### src/rtl/spf_pkg.sv
package spf_pkg;
    typedef enum logic {
        WALK_IDLE = 1'b0,
        WALK_RUN  = 1'b1
    } walk_state_e;

    typedef enum logic {
        RPL_REFUSED = 1'b0,
        RPL_DATA    = 1'b1
    } rpl_kind_e;
endpackage

### src/rtl/spf_walker.sv
module spf_walker
    import spf_pkg::*;
#(
    parameter int ADDR_W = 16,
    parameter int DEGREE = 4
) (
    input  logic              clk,
    input  logic              rst_n,
    input  logic              miss_valid,
    input  logic [ADDR_W-1:0] miss_addr,
    output logic              probe_valid,
    output logic [ADDR_W-1:0] probe_addr
);
    localparam int LEFT_W = (DEGREE > 1) ? $clog2(DEGREE) : 1;

    generate
        if (DEGREE == 0) begin : g_off
            assign probe_valid = 1'b0;
            assign probe_addr  = '0;
        end else begin : g_on
            localparam logic [ADDR_W-1:0] ADDR_ONE  = ADDR_W'(1);
            localparam logic [LEFT_W-1:0] LEFT_ONE  = LEFT_W'(1);
            localparam logic [LEFT_W-1:0] LEFT_INIT = LEFT_W'(DEGREE - 1);

            typedef struct packed {
                walk_state_e       st;
                logic [ADDR_W-1:0] addr;
                logic [LEFT_W-1:0] left;
            } walk_t;

            walk_t walk_d, walk_q;

            always_comb begin
                walk_d = walk_q;
                if (miss_valid) begin
                    walk_d.st   = WALK_RUN;
                    walk_d.addr = miss_addr + ADDR_ONE;
                    walk_d.left = LEFT_INIT;
                end else if (walk_q.st == WALK_RUN) begin
                    if (walk_q.left == '0) begin
                        walk_d.st = WALK_IDLE;
                    end else begin
                        walk_d.addr = walk_q.addr + ADDR_ONE;
                        walk_d.left = walk_q.left - LEFT_ONE;
                    end
                end
            end

            always_ff @(posedge clk) begin
                if (!rst_n) begin
                    walk_q <= '{st: WALK_IDLE, addr: '0, left: '0};
                end else begin
                    walk_q <= walk_d;
                end
            end

            assign probe_valid = (walk_q.st == WALK_RUN);
            assign probe_addr  = walk_q.addr;

            assert_walk_start_R2: assert property (@(posedge clk) disable iff (!rst_n)
                miss_valid |=> (probe_valid && probe_addr == $past(miss_addr) + ADDR_ONE));

            assert_walk_step_R2: assert property (@(posedge clk) disable iff (!rst_n)
                (probe_valid && walk_q.left != '0 && !miss_valid)
                |=> (probe_valid && probe_addr == $past(probe_addr) + ADDR_ONE));
        end
    endgenerate
endmodule

### src/rtl/spf_issue.sv
module spf_issue #(
    parameter int ADDR_W = 16
) (
    input  logic              clk,
    input  logic              rst_n,
    input  logic              miss_valid,
    input  logic [ADDR_W-1:0] miss_addr,
    input  logic              probe_valid,
    input  logic [ADDR_W-1:0] probe_addr,
    input  logic              tag_hit,
    input  logic              pend_hit,
    output logic              dmd_valid,
    output logic [ADDR_W-1:0] dmd_addr,
    output logic              rsp_busy,
    output logic              pf_valid,
    output logic [ADDR_W-1:0] pf_addr
);
    typedef struct packed {
        logic              dmd_v;
        logic [ADDR_W-1:0] dmd_a;
        logic              rsp_v;
        logic [ADDR_W-1:0] rsp_a;
        logic              pf_v;
        logic [ADDR_W-1:0] pf_a;
    } iss_t;

    iss_t iss_d, iss_q;

    always_comb begin
        iss_d       = iss_q;
        iss_d.dmd_v = miss_valid;
        if (miss_valid) begin
            iss_d.dmd_a = miss_addr;
        end
        // candidate under lookup moves to the response stage unless aborted
        iss_d.rsp_v = probe_valid && !miss_valid;
        iss_d.rsp_a = probe_addr;
        // response stage: issue only on a miss in both tags and buffer
        iss_d.pf_v  = iss_q.rsp_v && !tag_hit && !pend_hit && !miss_valid;
        if (iss_d.pf_v) begin
            iss_d.pf_a = iss_q.rsp_a;
        end
    end

    always_ff @(posedge clk) begin
        if (!rst_n) begin
            iss_q <= '0;
        end else begin
            iss_q <= iss_d;
        end
    end

    assign dmd_valid = iss_q.dmd_v;
    assign dmd_addr  = iss_q.dmd_a;
    assign rsp_busy  = iss_q.rsp_v;
    assign pf_valid  = iss_q.pf_v;
    assign pf_addr   = iss_q.pf_a;

    assert_hit_filtered_R4: assert property (@(posedge clk) disable iff (!rst_n)
        (rsp_busy && (tag_hit || pend_hit)) |=> !pf_valid);

    assert_demand_first_R5: assert property (@(posedge clk) disable iff (!rst_n)
        miss_valid |=> (dmd_valid && !pf_valid));

    assert_abort_quiet_R6: assert property (@(posedge clk) disable iff (!rst_n)
        miss_valid |=> (!pf_valid ##1 !pf_valid));
endmodule

### src/rtl/spf_reply_trk.sv
module spf_reply_trk
    import spf_pkg::*;
#(
    parameter int ADDR_W   = 16,
    parameter int MAX_INFL = 8
) (
    input  logic                          clk,
    input  logic                          rst_n,
    input  logic                          pf_valid,
    input  logic                          rpl_valid,
    input  logic                          rpl_is_data,
    input  logic [ADDR_W-1:0]             rpl_addr,
    output logic                          install_valid,
    output logic [ADDR_W-1:0]             install_addr,
    output logic [$clog2(MAX_INFL+1)-1:0] pf_inflight
);
    localparam int CNT_W = $clog2(MAX_INFL + 1);
    localparam logic [CNT_W-1:0] CNT_MAX = CNT_W'(MAX_INFL);
    localparam logic [CNT_W-1:0] CNT_ONE = CNT_W'(1);

    typedef struct packed {
        logic [CNT_W-1:0]  cnt;
        logic              inst_v;
        logic [ADDR_W-1:0] inst_a;
    } trk_t;

    trk_t trk_d, trk_q;
    logic take;
    rpl_kind_e kind;

    always_comb begin
        trk_d  = trk_q;
        kind   = rpl_kind_e'(rpl_is_data);
        take   = rpl_valid && (trk_q.cnt != '0);
        unique case ({pf_valid, take})
            2'b10:   trk_d.cnt = (trk_q.cnt == CNT_MAX) ? trk_q.cnt : trk_q.cnt + CNT_ONE;
            2'b01:   trk_d.cnt = trk_q.cnt - CNT_ONE;
            default: trk_d.cnt = trk_q.cnt;
        endcase
        trk_d.inst_v = take && (kind == RPL_DATA);
        if (trk_d.inst_v) begin
            trk_d.inst_a = rpl_addr;
        end
    end

    always_ff @(posedge clk) begin
        if (!rst_n) begin
            trk_q <= '0;
        end else begin
            trk_q <= trk_d;
        end
    end

    assign install_valid = trk_q.inst_v;
    assign install_addr  = trk_q.inst_a;
    assign pf_inflight   = trk_q.cnt;

    assert_count_cap_R9: assert property (@(posedge clk) disable iff (!rst_n)
        pf_inflight <= CNT_MAX);

    assert_install_R10: assert property (@(posedge clk) disable iff (!rst_n)
        (rpl_valid && rpl_is_data && pf_inflight != '0)
        |=> (install_valid && install_addr == $past(rpl_addr)));

    assert_stray_reply_R11: assert property (@(posedge clk) disable iff (!rst_n)
        (rpl_valid && pf_inflight == '0 && !pf_valid)
        |=> (!install_valid && pf_inflight == '0));
endmodule

### src/rtl/seq_prefetch_engine.sv
module seq_prefetch_engine #(
    parameter int ADDR_W   = 16,
    parameter int DEGREE   = 4,
    parameter int MAX_INFL = 8
) (
    input  logic                          clk,
    input  logic                          rst_n,
    input  logic                          miss_valid,
    input  logic [ADDR_W-1:0]             miss_addr,
    output logic                          dmd_valid,
    output logic [ADDR_W-1:0]             dmd_addr,
    output logic                          lookup_valid,
    output logic [ADDR_W-1:0]             lookup_addr,
    input  logic                          tag_hit,
    input  logic                          pend_hit,
    output logic                          pf_valid,
    output logic [ADDR_W-1:0]             pf_addr,
    input  logic                          rpl_valid,
    input  logic                          rpl_is_data,
    input  logic [ADDR_W-1:0]             rpl_addr,
    output logic                          install_valid,
    output logic [ADDR_W-1:0]             install_addr,
    output logic [$clog2(MAX_INFL+1)-1:0] pf_inflight,
    output logic                          busy
);
    logic rsp_busy;

    spf_walker #(.ADDR_W(ADDR_W), .DEGREE(DEGREE)) u_walker (
        .clk         (clk),
        .rst_n       (rst_n),
        .miss_valid  (miss_valid),
        .miss_addr   (miss_addr),
        .probe_valid (lookup_valid),
        .probe_addr  (lookup_addr)
    );

    spf_issue #(.ADDR_W(ADDR_W)) u_issue (
        .clk         (clk),
        .rst_n       (rst_n),
        .miss_valid  (miss_valid),
        .miss_addr   (miss_addr),
        .probe_valid (lookup_valid),
        .probe_addr  (lookup_addr),
        .tag_hit     (tag_hit),
        .pend_hit    (pend_hit),
        .dmd_valid   (dmd_valid),
        .dmd_addr    (dmd_addr),
        .rsp_busy    (rsp_busy),
        .pf_valid    (pf_valid),
        .pf_addr     (pf_addr)
    );

    spf_reply_trk #(.ADDR_W(ADDR_W), .MAX_INFL(MAX_INFL)) u_trk (
        .clk           (clk),
        .rst_n         (rst_n),
        .pf_valid      (pf_valid),
        .rpl_valid     (rpl_valid),
        .rpl_is_data   (rpl_is_data),
        .rpl_addr      (rpl_addr),
        .install_valid (install_valid),
        .install_addr  (install_addr),
        .pf_inflight   (pf_inflight)
    );

    assign busy = lookup_valid | rsp_busy;

    assert_busy_after_miss_R7: assert property (@(posedge clk) disable iff (!rst_n)
        (miss_valid && DEGREE > 0) |=> busy);
endmodule

### config.mk
export PLATFORM = sky130hd
export DESIGN_NAME = seq_prefetch_engine
export DESIGN_NICKNAME = d
export VERILOG_FILES = /design/src/rtl/spf_pkg.sv /design/src/rtl/spf_walker.sv /design/src/rtl/spf_issue.sv /design/src/rtl/spf_reply_trk.sv /design/src/rtl/seq_prefetch_engine.sv
export SDC_FILE = /design/constraint.sdc
export NUM_CORES = 1
export LEC_CHECK = 0
export BUFFER_PORTS_ARGS = -buffer_cell sky130_fd_sc_hd__buf_2
export CAP_MARGIN = 10
export CORE_MARGIN = 8
export CORE_UTILIZATION = 49
export CTS_BUF_LIST = sky130_fd_sc_hd__clkbuf_4
export DETAILED_ROUTE_END_ITERATION = 8
export GPL_ROUTABILITY_DRIVEN = 0
export MAX_ROUTING_LAYER = met4
export PLACE_DENSITY = 0.78
export SETUP_SLACK_MARGIN = 0.1
export SLEW_MARGIN = 25
export SYNTH_ARGS = -nofsm -noshare
export SYNTH_HDL_FRONTEND = slang
export SYNTH_SLANG_ARGS = --single-unit
### constraint.sdc
create_clock -name clk -period 1.9 [get_ports clk]
set_input_delay 0.38 -clock clk [delete_from_list [all_inputs] [get_ports clk]]
set_output_delay 0.38 -clock clk [all_outputs]
set_load 0.02 [all_outputs]
== Yosys cells after proc, flatten, opt, wreduce, memory -nomap -nowiden ==
Cells that the tools add are included.

* Reduce and logical (&&, ||, !) cells: 15
* Bitwise logic cells: 1
* Equality and inequality tests: 5
* Add/subtract/negate cells: 5
* Muxes and demuxes: 6

{| class="wikitable"
|+ Operators by type and width
! operator !! count
|-
| 2-to-1 mux 19 bit || 2
|-
| adder 16 x 1 -> 16 bit, second input constant || 2
|-
| 2-to-1 mux 18 bit || 1
|-
| one-hot mux 4 bit (2 select lines) || 1
|-
| logical AND 1 bit || 6
|-
| adder 4 x 1 -> 4 bit, second input constant || 1
|-
| equality test 4 bit, second input constant || 1
|-
| 2-to-1 mux 4 bit || 1
|-
| inequality test 2 bit, second input constant || 2
|-
| AND reduction 2 bit || 2
|-
| nonzero test 2 bit || 2
|-
| nonzero test 4 bit || 1
|-
| subtractor 4 x 1 -> 4 bit, second input constant || 1
|-
| logical NOT 1 bit || 3
|-
| equality test 2 x 1 -> 1 bit, second input constant || 1
|-
| equality test 2 bit, second input constant || 1
|-
| logical NOT 2 bit || 1
|-
| subtractor 2 x 1 -> 2 bit, second input constant || 1
|-
| 2-to-1 mux 1 bit || 1
|-
| OR 1 bit || 1
|}

* Bits in registers: 91

== Longest topological paths before layout ==
* Word-level depth: 5
* Gate-level depth with buffers: 9
* Mapped depth without buffers: 9

== By module ==
From an unflattened synthesis, not the netlist that was laid out.

* Cells, all modules: 475
* Area total of the unflattened synthesis: 4395.5 µm²

{| class="wikitable"
|+ Modules (own cells, without submodules)
! module !! cells an instance !! area each (µm²) !! seq. area each (µm²) !! times used
|-
| spf_issue || 195 || 2023.2 || 1021.0 || 1
|-
| spf_walker || 169 || 1397.6 || 380.4 || 1
|-
| spf_reply_trk || 110 || 968.4 || 420.4 || 1
|-
| seq_prefetch_engine || 1 || 6.3 || 0.0 || 1
|}

== Worst setup path before layout ==
OpenSTA, ideal clock, no wires.

* Path kind: register -> register
* Start point: reg u_trk.trk_q (netlist bit u_trk.pf_inflight[0])
* End point: reg u_trk.trk_q (netlist bit u_trk.pf_inflight[2])
* Setup time: 0.115 ns
* Stages on the path, launching flop included: 9
* Required time: 1.785 ns
* Path buffers: 0
* Data arrival time: 1.956 ns
* Path slack: -0.171 ns
* Path through: dfxtp_1 > or4_4 > nand2_1 > nand2_1 > ha_1 > nor4b_1 > a31oi_2 > xnor2_1 > and2_1

* Word-level cells in the longest chain between the ends: 5
* Elaborated cells on any way between the ends: 12

{| class="wikitable"
|+ RTL lines
! element !! line !! text
|-
| start, declared || spf_reply_trk.sv:27 || <nowiki>trk_t trk_d, trk_q;</nowiki>
|-
| start signal, assigned || spf_reply_trk.sv:50 || <nowiki>trk_q <= trk_d;</nowiki>
|-
| branches (longest 5 deep; another with adder 4 x 1 -> 4 bit) || n/a ||
|}

Parallel ways; which one is timed is not known. The select of a mux whose other input is x is not followed.
A chain may end at the register's enable or synchronous reset.

== Worst setup path after layout ==
Ends and elaborated chain as after synthesis.

==> results.yml <==
status:
  outcome: "finished, final reports clean"
critical_path:
  path_buf_inv: 0
  crit_top_cell: "nand2_1"
  worstPathArrival_ns: 2.21
  path_class: "reg -> reg"
  max_stage_delay_ns: 0.53
  crit_chain: "or4_4, nand2_1, nand2_1, ha_2, nor4b_4, a31oi_2, xnor2_1, and2_1"
  cp-end-kind: "flip-flop"
  cp-start-kind: "flip-flop"
  slowest_stage: "or4_4"
  crit_family: "simple AND/OR/NAND/NOR gates"
  worstPathMaxFanout: 2
  crit_required_ns: 2.24
logic_synthesis:
  yosysWarnings: 0
  syn-instance-count: 456
  avgSynthCellArea_sq_um: 9.13
  synth.distinct_cells: 44
  ys_seq_elements: 91
  synth_area_sq_mm: 0.00417
  seq_area_frac_synth_pct: 43.7
  synth_nets: 499
route:
  wl_per_cell_um: 14.3
  drt-initial-drc-count: 139
  via_per_inst: 4.91
  drcViolationCount: 0
  drtAntennaViolNets: 0
  vias: 3091
  dr.pass1.iters: 4
  routed_wl_um: 8980
clocking:
  cts_buffers: 9
  cts_max_path_buffers: 2
  path_clk_slew_ns: 0.14
  htreeDepth: 3
  clk_latency_ns: 0.42
  cts_tree: "yes"
  post_cts_buffers: 0
  cts_root_buf: "clkbuf_4"
  ctsHoldBuffers: 0
  cts_sinks: 91
grt:
  grtUsageMet3_pct: 3.57
  use_met1_pct: 19.3
  grt_busiest_layer: "met2"
  grt_max_degree: 38
  grt_use_met2_pct: 25.0
  grt_pass1_wl_um: 14800
  grt_overflow: 0
  grt_pass1_vias: 3032
  globalRouteTotalUtil_pct: 16.2
  antenna_found_initial: 1
floorplanning:
  dieArea_sq_mm: 0.0117
  die_h_um: 108
  rows: 33
  core_area_sq_mm: 0.00822
  start_util_pct: 50.7
  die_x_um: 108
  io_pins: 112
final_layout:
  drive_gt1_share_pct: 29.2
  area_delta_synth_final_pct: 12.8
  num-nets-final: 563
  fillers: 757
  layout_commonest_cell: "buf_2"
  layout_common_cells: "buf_2, nand2_1, dfxtp_1"
timing:
  period_needed_ns: 1.87
  whs_ns: 0.180
  slew_violations: 0
  setup_viol_count_final: 0
  rsz0062_at_grt: "true"
  fmax_mhz: 535
  fin_crit_sh_pct: 98.5
  slew_headroom_pct: 66.1
  skew_ns: 0.0206
  tns_ns: 0
  final-hold-violation-count: 0
  tightest_slew_ns: 0.509
placement:
  io_buffers: 111
  dp_hpwl_um: 6860
power:
  p_sw_uw: 1080
  power_frac_comb_pct: 16.2
  pwr-share-seq_pct: 51.5
  internal_power_uw: 2950
  power.density_mw_per_mm2: 859
  swShare_pct: 26.7
  peakVddDrop_mv: 0.459
  leakagePower_uw: 0.00213
  clkPwrFrac_pct: 32.3
worst_hold_path:
  hp-class: "in -> reg"
run:
  drv_cap: 0
-- metrics by stage --
stage | worst slack (ns) | area, sq um | utilization, % | power (uW) | instances
finish | 0.0293 | 4700 | 57.2 | 4030 | 630
floorplan | 0.00364 | 4180 | - | 2590 | 456
global route | -0.0496 | 4700 | 57.2 | 4230 | 630
CTS | 0.0212 | 4690 | 57.0 | 4080 | 629
detailed placement | 0.0203 | 4500 | 54.7 | 2770 | 614
global placement | 0.0958 | 4500 | 54.7 | 2750 | 614
-- worst reg2reg max path: cells and delay by family, from the launching register on --
| kind | cells | cell delay (ns) |
|---|---|---|
| xor+xnor | 1 | 0.13 |
| compound gates | 1 | 0.06 |
| fa+ha+maj | 1 | 0.20 |
| simple gates | 5 | 1.03 |
| flops | 1 | 0.37 |
-- cell families after synthesis --
family | synth area share [%]
simple gates | 22.7
compound gates | 11.0
mux | 3.60
xor+xnor | 6.31
flops | 43.7
buf+inv | 11.4
fa+ha+maj | 1.20
-- power groups by stage --
stage          Sequential, uW  Clock [uW]  Combinational (uW)
2_1_floorplan            2150           0                 440
3_3_place_gp             2120           0                 636
3_5_place_dp             2120           0                 652
4_1_cts                  2080        1340                 662
5_1_grt                  2090        1420                 720
6_report                 2080        1300                 655
-- path summary, 6_finish.rpt --
kind                                          start                                  to  slack, ns  depth (start not counted)
hold reg to reg        u_issue.iss_q[27]$_SDFF_PN0_    u_issue.pf_addr[10]$_SDFFE_PN0P_       0.45                          2
hold / removal                          rpl_addr[8]  u_trk.install_addr[8]$_SDFFE_PN0P_       0.18                          3
setup reg to reg  u_trk.pf_inflight[0]$_SDFFE_PN0P_   u_trk.pf_inflight[2]$_SDFFE_PN0P_       0.03                          8
setup / recovery  u_trk.pf_inflight[0]$_SDFFE_PN0P_   u_trk.pf_inflight[2]$_SDFFE_PN0P_       0.03                          8
-- sequential cells by signal (all words and copies together), names as in the netlist, 2 cells and up --
name,count
u_issue.dmd_addr,16
u_issue.iss_q,16
u_issue.pf_addr,16
u_trk.install_addr,16
u_trk.pf_inflight,4
u_walker.g_on.walk_q,2
u_walker.probe_addr,16
-- routing by layer --
layer	vias up	wire [um]	part of all wire (%)
met5	-	0	0
met2	92	4170	46
met3	15	464	5.2
met1	1384	4170	46
met4	0	175	1.9
li1	1600	-	-
-- area by class of cell --
| class | instances | area, sq um | share of cell area, % |
|---|---|---|---|
| repair buffers | 122 | 638 | 13.6 |
| flip-flops and latches | 91 | 1830 | 39.0 |
| diodes | 1 | 2.50 | 0.0533 |
| clock inverters | 6 | 113 | 2.40 |
| well taps | 105 | 131 | 2.80 |
| multi-input cells | 290 | 1890 | 40.3 |
| clock buffers | 9 | 67.6 | 1.44 |
| inverters | 6 | 22.5 | 0.479 |
-- synth_stat cells, drive strengths merged --
cell type	instances	area (sq um)
o21ai	5	25.0
and4	6	52.6
and3	3	18.8
o31a	1	8.76
o211a	8	80.1
nor2b	18	113
mux2i	15	150
o21a	2	15.0
a211o	1	8.76
or2	1	6.26
a22oi	1	7.51
or4	2	18.8
ha	4	50.1
nand2b	4	25.0
nor4b	2	32.5
nand2	88	330
nand3	11	60.1
nor4	2	27.5
a21oi	1	8.76
or4b	1	10.0
xnor2	14	123
buf	54	397
a31oi	1	12.5
and2	22	138
dfxtp	91	1820
nor2	8	30.0
nor3	4	25.0
o22ai	7	43.8
inv	6	22.5
xor2	16	140
clkbuf	15	56.3
nand4	7	43.8
nand4b	1	8.76
nand3b	1	7.51
a21boi	33	248
-- repair_timing --
| action | 4_1_cts | 5_1_grt |
|---|---|---|
| pin swaps | 0 | 1 |
| gates resized for setup | 2 | 3 |
| endpoints found under the setup margin | 2 | 3 |
Note: power is estimated with default switching activity, not from simulation.
